`src/rtl/uart_irq_ctrl.sv`:
```
module uart_irq_ctrl #(
  parameter int ADDR_W = 8,
  parameter int CNT_W  = 8,
  parameter int THR_W  = 7,
  parameter int TOUT_W = 8,
  parameter logic [THR_W-1:0]  RX_THR_RST = 7'h40,
  parameter logic [THR_W-1:0]  TX_THR_RST = 7'h40,
  parameter logic [TOUT_W-1:0] TOUT_RST   = 8'h3E
) (
  input  logic              clk,
  input  logic              rst_n,
  input  logic              reg_we,
  input  logic [ADDR_W-1:0] reg_addr,
  input  logic [31:0]       reg_wdata,
  output logic [31:0]       reg_rdata,
  input  logic [CNT_W-1:0]  rx_count,
  input  logic [CNT_W-1:0]  tx_count,
  input  logic              rx_push,
  input  logic              rx_pop,
  input  logic              brk_pulse,
  output logic              irq
);
  localparam logic [ADDR_W-1:0] A_FIFO = ADDR_W'(8'h0C);
  localparam logic [ADDR_W-1:0] A_EN   = ADDR_W'(8'h10);
  localparam logic [ADDR_W-1:0] A_CLR  = ADDR_W'(8'h14);
  localparam logic [ADDR_W-1:0] A_CTL  = ADDR_W'(8'h1C);
  localparam logic [ADDR_W-1:0] A_THR  = ADDR_W'(8'h20);
  localparam logic [ADDR_W-1:0] A_MSK  = ADDR_W'(8'h2C);
  localparam int B_RXF = 0;
  localparam int B_TXE = 1;
  localparam int B_BRK = 7;
  localparam int B_TO  = 13;
  localparam logic [31:0] SRC_MASK = (32'd1 << B_RXF) | (32'd1 << B_TXE) |
                                     (32'd1 << B_BRK) | (32'd1 << B_TO);
  localparam int TOUT_LSB = 8;
  localparam int TXT_LSB  = 8;

  logic [31:0]       en_q;
  logic [THR_W-1:0]  rx_thr, tx_thr;
  logic [TOUT_W-1:0] tout_thr, tcnt;
  logic              brk_q, to_q;
  logic              wr_en, wr_clr, wr_ctl, wr_thr;
  logic              restart, to_hit, rx_full, tx_empty;
  logic [31:0]       raw, masked;

  assign wr_en  = reg_we && reg_addr == A_EN;
  assign wr_clr = reg_we && reg_addr == A_CLR;
  assign wr_ctl = reg_we && reg_addr == A_CTL;
  assign wr_thr = reg_we && reg_addr == A_THR;

  assign rx_full  = {{(CNT_W > THR_W ? 0 : 1){1'b0}}, rx_count} >= CNT_W'(rx_thr);
  assign tx_empty = tx_count <= CNT_W'(tx_thr);

  always_ff @(posedge clk or negedge rst_n) begin
    if (!rst_n) begin
      en_q     <= '0;
      rx_thr   <= RX_THR_RST;
      tx_thr   <= TX_THR_RST;
      tout_thr <= TOUT_RST;
    end else begin
      if (wr_en)  en_q <= reg_wdata & SRC_MASK;
      if (wr_ctl) tout_thr <= reg_wdata[TOUT_LSB +: TOUT_W];
      if (wr_thr) begin
        rx_thr <= reg_wdata[THR_W-1:0];
        tx_thr <= reg_wdata[TXT_LSB +: THR_W];
      end
    end
  end

  assign restart = rx_push || rx_pop || rx_count == '0;
  assign to_hit  = !restart && tout_thr != '0 &&
                   ({1'b0, tcnt} + 1'b1) == {1'b0, tout_thr};

  always_ff @(posedge clk or negedge rst_n) begin
    if (!rst_n)                tcnt <= '0;
    else if (restart)          tcnt <= '0;
    else if (tcnt < tout_thr)  tcnt <= tcnt + 1'b1;
  end

  always_ff @(posedge clk or negedge rst_n) begin
    if (!rst_n) begin
      brk_q <= 1'b0;
      to_q  <= 1'b0;
    end else begin
      if (brk_pulse)                     brk_q <= 1'b1;
      else if (wr_clr && reg_wdata[B_BRK]) brk_q <= 1'b0;
      if (to_hit)                        to_q <= 1'b1;
      else if (wr_clr && reg_wdata[B_TO])  to_q <= 1'b0;
    end
  end

  always_comb begin
    raw        = '0;
    raw[B_RXF] = rx_full;
    raw[B_TXE] = tx_empty;
    raw[B_BRK] = brk_q;
    raw[B_TO]  = to_q;
  end

  assign masked = raw & en_q;
  assign irq    = |masked;

  always_comb begin
    case (reg_addr)
      A_FIFO:  reg_rdata = 32'({tx_count, rx_count});
      A_EN:    reg_rdata = en_q;
      A_CTL:   reg_rdata = 32'(tout_thr) << TOUT_LSB;
      A_THR:   reg_rdata = (32'(tx_thr) << TXT_LSB) | 32'(rx_thr);
      A_MSK:   reg_rdata = masked;
      default: reg_rdata = '0;
    endcase
  end

  assert_en_bits_R10: assert property (@(posedge clk) disable iff (!rst_n)
    (en_q & ~SRC_MASK) == '0);

  assert_no_en_quiet_R9: assert property (@(posedge clk) disable iff (!rst_n)
    (en_q == '0) |-> !irq);

  assert_brk_set_R6: assert property (@(posedge clk) disable iff (!rst_n)
    brk_pulse |=> brk_q);

  assert_brk_hold_R6: assert property (@(posedge clk) disable iff (!rst_n)
    (brk_q && !(wr_clr && reg_wdata[B_BRK])) |=> brk_q);

  assert_restart_R7: assert property (@(posedge clk) disable iff (!rst_n)
    (rx_push || rx_pop) |=> tcnt == '0);

  assert_empty_quiet_R7: assert property (@(posedge clk) disable iff (!rst_n)
    (rx_count == '0 && !to_q) |=> !to_q);

  assert_clear_all_R8: assert property (@(posedge clk) disable iff (!rst_n)
    (wr_clr && reg_wdata == 32'hFFFF_FFFF && !brk_pulse && !to_hit) |=> (!brk_q && !to_q));
endmodule

```
`config.mk`:
```
export PLATFORM = sky130hd
export DESIGN_NAME = uart_irq_ctrl
export DESIGN_NICKNAME = d
export VERILOG_FILES = /design/src/rtl/uart_irq_ctrl.sv
export SDC_FILE = /design/constraint.sdc
export NUM_CORES = 1
export LEC_CHECK = 0
export BUFFER_PORTS_ARGS = -buffer_cell sky130_fd_sc_hd__buf_2
export CAP_MARGIN = 20
export CORE_MARGIN = 5
export CORE_UTILIZATION = 32
export CTS_CLUSTER_DIAMETER = 100
export DETAILED_ROUTE_END_ITERATION = 7
export PLACE_DENSITY_LB_ADDON = 0.12
export SLEW_MARGIN = 10
export SYNTH_ARGS = -nofsm -noshare
export SYNTH_HDL_FRONTEND = slang
export SYNTH_SLANG_ARGS = --single-unit
```
`constraint.sdc`:
```
create_clock -name clk -period 2.8 [get_ports clk]
set_input_delay 0 -clock clk [delete_from_list [all_inputs] [get_ports clk]]
set_output_delay 0 -clock clk [all_outputs]
set_load 0.1 [all_outputs]
```
# After elaboration in Yosys (flattened, before gate mapping)
# Cells that the tools add are included.
[totals]
ff_bits = 36
in_bits = 62
out_inout_bits = 33
[classes]
n_addsub = 2
n_lt_le_gt_ge = 3
eq_ne = 7
n_mux = 7
bitwise_logic = 2
n_reduce_logical = 17
[op_table]
columns = ["cell", "n"]
rows = [
  ["$pmux W16 S5", 1],
  ["$reduce_or A32 Y1", 1],
  ["$eq A8 B5 Y1 const B", 3],
  ["$eq A8 B6 Y1 const B", 2],
  ["$mux W8", 2],
  ["$or A15 B7 Y15", 1],
  ["$and A14 B14 Y14", 1],
  ["$add A8 B1 Y9 const B", 1],
  ["$eq A9 B8 Y1", 1],
  ["$add A8 B1 Y8 const B", 1],
  ["$eq A8 B4 Y1 const B", 1],
  ["$ge A8 B7 Y1", 1],
  ["$le A8 B7 Y1", 1],
  ["$logic_and A1 B1 Y1", 8],
  ["$logic_not A8 Y1", 1],
  ["$lt A8 B8 Y1", 1],
  ["$reduce_bool A8 Y1", 1],
  ["$reduce_bool A2 Y1", 3],
  ["$mux W1", 4],
  ["$logic_or A1 B1 Y1", 2],
  ["$logic_not A1 Y1", 1],
]

# Depth between registers and ports, before layout
# Gate-level depths: netlist of the first run.
[logic_depth]
ltp_word = 6
mapped_depth = 8

# Worst setup path before layout of the first run
# OpenSTA, ideal clock, no wires.
[synth_path]
path_type = "register to output"
from = "register tx_thr[3]"
to = "output port reg_rdata[1]"
arrival_time_ns = 3.755
slack_ns = -0.955
stages_incl_launch_ff = 8
path_buffers = 0
path_cell_list = "dfrtp_1 > inv_1 > ha_1 > and3_1 > a221o_1 > a2111oi_0 > o21ai_0 > o21ai_0"
[synth_via]
elab_chain_cells = 3
[synth_rtl]
columns = ["element", "line_no", "text"]
rows = [
  ["start, declared", "39", "logic [THR_W-1:0] rx_thr, tx_thr;"],
  ["start signal, assigned", "65", "tx_thr <= reg_wdata[TXT_LSB +: THR_W];"],
  ["$le A8 B7 Y1", "52", "assign tx_empty = tx_count <= CNT_W'(tx_thr);"],
  ["$and A14 B14 Y14", "100", "assign masked = raw & en_q;"],
  ["$pmux W16 S5", "104", "case (reg_addr)"],
  ["end, declared", "15", "output logic [31:0] reg_rdata,"],
]
# Every way passes these cells.

# Final worst setup path of the first run
# Same ends and word-level chain as after synthesis.

==> results of run 1 <==
layout make-up:
type                    count  area, µm²  share of cell area
inverters                  33        124              0.0364
multi-input cells         209       1630               0.480
well taps                 108        135              0.0397
repair buffers             82        508               0.149
flip-flops and latches     36        910               0.267
clock buffers               6       82.6              0.0243
clock inverters             2       10.0             0.00294
repair_timing:
action | 4_1_cts | 5_1_grt
buffers inserted | 0 | 0
hold endpoints to repair | 53 | 0
hold buffers | 17 | 0
setup endpoints to repair | 0 | 2
resized for setup | 0 | 2
synth_stat cells (all sizes together), types with 3 or more instances:
library cell | number | share of area
a22oi | 3 | 0.0081
a22o | 7 | 0.022
ha | 23 | 0.10
nand2b | 4 | 0.0090
a21o | 5 | 0.013
dfstp | 7 | 0.066
dfrtp | 29 | 0.26
clkbuf | 6 | 0.0081
xnor2 | 8 | 0.025
nor2b | 3 | 0.0067
mux2 | 26 | 0.11
inv | 33 | 0.044
o21ai | 8 | 0.014
nand2 | 13 | 0.018
o31ai | 6 | 0.016
nor3 | 4 | 0.0072
a21oi | 15 | 0.027
nand4 | 5 | 0.011
nor2 | 7 | 0.010
buf | 21 | 0.056
or4 | 5 | 0.013
and3 | 4 | 0.0090
nand3 | 7 | 0.013
nor4 | 6 | 0.019
a222oi | 7 | 0.025
through the flow:
stage	total power [W]	setup TNS (ns)	setup slack [ns]	std cells	hold slack, ns
6_report	0.00128	0	0.199	476	0.0172
3_5_place_dp	0.000888	0	0.425	451	0.147
5_1_grt	0.00136	0	0.0295	476	0.00821
2_1_floorplan	0.000819	-0.205	-0.205	305	-0.296
3_3_place_gp	0.000887	0	0.420	451	0.162
4_1_cts	0.00130	0	0.0802	476	0.00841
state kept, by name, summed over array words and instances, names as in the netlist:
name and count:
rx_thr 7, brk_q 1, to_q 1, en_q 4
tx_thr 7, tout_thr 8, tcnt 8
worst max-delay path by stage:
stage | startpoint | slack [ns] | depth (start not counted) | to
floorplan | tx_thr[3] | -0.20 | 7 | reg_rdata[1]
global placement | tx_thr[3] | 0.42 | 8 | reg_rdata[1]
detailed placement | tx_thr[3] | 0.43 | 8 | reg_rdata[1]
CTS | tx_thr[3] | 0.08 | 8 | reg_rdata[1]
global route | tx_thr[3] | 0.03 | 8 | reg_rdata[1]
finish | tx_thr[3] | 0.20 | 8 | reg_rdata[1]
layout by cell type (no fill, tap or decap), types with 2 or more instances in the layout:
cell type,count
buf_2,60
inv_1,33
dfrtp_1,29
mux2_2,26
ha_1,23
dlygate4sd3_1,17
conb_1,16
a21oi_1,15
nand2_1,12
xnor2_1,8
a22o_1,7
a222oi_1,7
o21ai_0,7
nand3_1,7
dfstp_2,7
nor2_1,6
clkbuf_8,6
nor4_1,5
a21o_1,5
o31ai_1,5
or4_1,5
nand4_1,5
nor3_1,4
nand2b_1,4
and3_1,4
nor2b_1,3
a22oi_1,3
buf_4,3
a32o_1,2
o21a_1,2
o211ai_1,2
a211o_1,2
clkinv_2,2
clkbuf_4,2
power groups by stage:
stage	logic [W]	registers [W]	clock network [W]
after floorplan	0.000251	0.000568	0
after global placement	0.000310	0.000577	0
after detailed placement	0.000310	0.000578	0
after CTS	0.000330	0.000568	0.000400
after global routing	0.000362	0.000571	0.000423
final	0.000329	0.000569	0.000385
routing by layer:
| metal | part of all wire | routed length, µm |
|---|---|---|
| met1 | 0.50 | 3750 |
| met2 | 0.44 | 3300 |
| met3 | 0.056 | 420 |
| met4 | 0.011 | 80 |
| met5 | 0 | 0 |
logic make-up after synthesis:
logic type,after synthesis,synth area share
buffers and inverters,60,0.108
other,1,0.00135
AND/OR/NAND/NOR,63,0.134
AO/OA/AOI/OAI,71,0.189
XOR/XNOR,9,0.0283
adder cells (fa/ha/maj),23,0.103
multiplexers,27,0.109
flip-flops,36,0.327
==> reports/metrics.cfg, run 1 <==
[outcome]
status = finished clean

[hold_path]
holdCritStartpoint = reg_wdata[13]
whs_path_depth = 2
hold_end = tx_thr[5]
hp-class = in -> reg

[logic_synthesis]
syn_area_um2 = 2780
ys_async_sr_fraction = 1.00
synth-seq-cells = 36
syn_area_per_cell_um2 = 9.60
ys_types = 55
synth_ff_type = dfrtp_1
yosysWarnings = 0
ys_seq_area_frac = 0.327
synth_edf_count = 0
netlist_instances = 290

[grt]
use_met2 = 0.225
busiest_layer = met2
grt_use_met1 = 0.205
grt_pass1_wl_um = 11800
grt_pass1_vias = 2255
track_usage = 0.144
use_met3 = 0.0268
grt_antenna_before_repair = 0
grt_max_degree = 37
grt_overflow = 0

[floorplan]
fp.dieW_um = 103
die_y_um = 103
core_um2 = 8590
initial_utilization = 0.324
ios = 95
die_area_um2 = 10700
row_count = 34

[setup_path]
worstPathMaxFanout = 3
critPathBufInv = 2
crit_slowest_cell = a2111oi_0
cpPeakStageDelay_ns = 0.38
critPathArrivalTime_ns = 2.60
crit_type = reg -> out
end_kind = output pin
crit_path_cell_trace = inv_1 > ha_1 > and3_1 > a221o_1 > a2111oi_0 > o21ai_0 > o21ai_1 > clkbuf_4
critical_path.top_delay_family = compound AO/OA/AOI/OAI gates
r2r_start = tout_thr[5]
reg2reg_slack_ns = 0.51
worstRegToRegCells = 6
r2r-end = tcnt[7]
startpoint_type = register
required_ns = 2.80

[route]
drc_errors = 0
drt_first_iter_violations = 100
first_pass_iters = 4
via_count = 2395
drt-vias-per-instance = 5.03
wl_um = 7550
detail-route-antenna-nets = 0
wire_per_inst_um = 15.9

[final_layout]
drive_above_1_share = 0.310
n_antenna_cell = 0
n_fill_cell = 890
nNetsFinal = 452
areaGrowthSynthToFinish_pct = 22.2
fin_util = 0.396
fin_area_um2 = 3400

[timing]
final-setup-viol-count = 0
rsz0062_at_grt = false
finalHoldViolCount = 0
slew_headroom = 0.458
slew_viol_final = 0
tightest_slew_ns = 0.813
skew_ns = 0.00415
fmax_ghz = 0.384
finalCritPeriodShare = 0.929
post-route-min-period_ns = 2.60

[power]
ir_worst_vdd_mv = 0.171
switchingPower_w = 0.000434
p_comb_frac = 0.256
p_int_w = 0.000849
seqPwrFrac = 0.443
sw_frac_of_total = 0.338
leakagePower_nw = 1.60
p_clk_frac = 0.300
power_density_nw_per_um2 = 377

[cts]
htree_levels = 2
root_buffer = clkbuf_8
clock-sinks = 36
tritoncts = done
cts-buffers-inserted = 5
clock_path_buffers = 2
clock_latency_ns = 0.29
clk_pin_slew_ns = 0.07

[place]
portBuffers = 62
dp_hpwl_um = 5920
globalplace.congestion = 0.795
placedInstanceArea_um2 = 3140

[job]
maxCapViolations = 0

No activity file was read; power rests on OpenSTA's default activity.
==> run 2: changes to the inputs <==
--- a/config.mk
+++ b/config.mk
@@ -5,13 +5,14 @@
 export SDC_FILE = /design/constraint.sdc
 export NUM_CORES = 1
 export LEC_CHECK = 0
+export ABC_CLOCK_PERIOD_IN_PS = 2800
 export BUFFER_PORTS_ARGS = -buffer_cell sky130_fd_sc_hd__buf_2
 export CAP_MARGIN = 20
 export CORE_MARGIN = 5
 export CORE_UTILIZATION = 32
 export CTS_CLUSTER_DIAMETER = 100
+export CTS_CLUSTER_SIZE = 28
 export DETAILED_ROUTE_END_ITERATION = 7
-export PLACE_DENSITY_LB_ADDON = 0.12
 export SLEW_MARGIN = 10
 export SYNTH_ARGS = -nofsm -noshare
 export SYNTH_HDL_FRONTEND = slang
==> run 2 against run 1 <==
Effect of this change: core utilization shrank 0.20 points; cell count shrank 0.42%; combinational power grew 1%; flip-flop and latch count is the same; largest cell class unchanged; power shrank 3.5%; critical path type unchanged.
==> reports/metrics.cfg, run 2 (same netlist as run 1, synthesis figures left out) <==
[floorplan]
ios = 95
row_count = 34
die_y_um = 103
die_area_um2 = 10700
initial_utilization = 0.324
fp.dieW_um = 103
core_um2 = 8590

[route]
wl_um = 7400
first_pass_iters = 6
wire_per_inst_um = 15.6
via_count = 2485
detail-route-antenna-nets = 0
drc_errors = 0
drt-vias-per-instance = 5.24
drt_first_iter_violations = 238

[final_layout]
n_antenna_cell = 0
n_fill_cell = 886
reg.largest.list = tcnt: 8 flops, tout_thr: 8 flops
areaGrowthSynthToFinish_pct = 21.6
layout_common_cells = buf_2 (60), inv_1 (33), dfrtp_1 (29), mux2_2 (26), ha_1 (23)
stdcell_count = 474
drive_above_1_share = 0.301
final_common_cell = buf_2
nNetsFinal = 452

[cts]
clock-sinks = 36
clock_latency_ns = 0.28
htree_levels = 2
clk_pin_slew_ns = 0.07
tritoncts = done
clock_path_buffers = 2
root_buffer = clkbuf_8
post_cts_buffers = 0
cts-buffers-inserted = 5

[timing]
skew_ns = 0.00316
final-setup-viol-count = 0
slew_viol_final = 0
worst_hold_slack_ns = 0.0814
finalCritPeriodShare = 0.926
setup_tns_ns = 0
fmax_ghz = 0.386
setup_slack_ns = 0.207
tightest_slew_ns = 0.824
finalHoldViolCount = 0
post-route-min-period_ns = 2.59
rsz0062_at_grt = false
slew_headroom = 0.451

[grt]
grt_pass1_wl_um = 12100
grt_max_degree = 37
grt_antenna_before_repair = 0
grt_pass1_vias = 2463
busiest_layer = met2
use_met3 = 0.0268
grt_overflow = 0
use_met2 = 0.232
grt_use_met1 = 0.197
track_usage = 0.144

[place]
placed_cells = 450
portBuffers = 62
globalplace.congestion = 0.863
post-place-ws_ns = 0.388
dp_hpwl_um = 5820

[setup_path]
worstPathMaxFanout = 3
end_kind = output pin
required_ns = 2.80
critPathArrivalTime_ns = 2.59
crit_type = reg -> out
startpoint_type = register

[outcome]
status = finished clean

[power]
power.total_w = 0.00124
p_int_w = 0.000820
p_comb_frac = 0.269
leakagePower_nw = 1.58
seqPwrFrac = 0.458
p_clk_frac = 0.273
ir_worst_vdd_mv = 0.200
power_density_nw_per_um2 = 366
sw_frac_of_total = 0.338
switchingPower_w = 0.000418

[hold_path]
hp-class = in -> reg

[job]
maxCapViolations = 0

[run 2: power by group through the flow]
stage / clock (W) / sequential, W / combinational (W)
final: 0.000337 / 0.000567 / 0.000333
after global routing: 0.000365 / 0.000571 / 0.000366
after CTS: 0.000347 / 0.000567 / 0.000333
after global placement: 0 / 0.000576 / 0.000307
after detailed placement: 0 / 0.000577 / 0.000313
after floorplan: 0 / 0.000568 / 0.000251
[run 2: stage by stage]
step,utilization,instance area [µm²]
2_1_floorplan,-,2850
3_3_place_gp,0.364,3130
3_5_place_dp,0.364,3130
4_1_cts,0.393,3380
5_1_grt,0.394,3390
6_report,0.394,3390
[run 2: routing by layer]
layer	up-vias	share of wire
li1	1192	-
met4	0	0.012
met5	-	0
met1	1192	0.46
met2	92	0.46
met3	9	0.068
[run 2: timing repair]
item	CTS	global route
hold endpoints to repair	55	0
gates resized for setup	0	4
hold buffers	18	0
endpoints found under the setup margin	0	2
[run 2: critical path: stages (launching register included)]
cell	delay (ns)
dfrtp_1	0.37
inv_1	0.05
ha_1	0.28
and3_1	0.20
a221o_1	0.38
a2111oi_0	0.37
o21ai_0	0.20
o21ai_1	0.16
buf_4	0.31
[run 2: worst paths after layout]
kind	start	to	slack, ns	cells past startpoint
worst min-delay path	reg_addr[2]	brk_q	0.08	3
min in group asynchronous	rst_n	rx_thr[2]	0.38	2
max in group asynchronous	rst_n	tcnt[4]	1.91	2
worst min register to register	brk_q	brk_q	0.53	1
worst max-delay path	tx_thr[3]	reg_rdata[1]	0.21	8
worst max register to register	tout_thr[5]	tcnt[7]	0.49	6
[run 2: final cells by class]
class	count	area, µm²	share of cell area
inverters	33	124	0.0366
multi-input cells	209	1630	0.483
flip-flops and latches	36	910	0.269
well taps	108	135	0.0399
repair buffers	82	510	0.151
clock buffers	6	72.6	0.0214
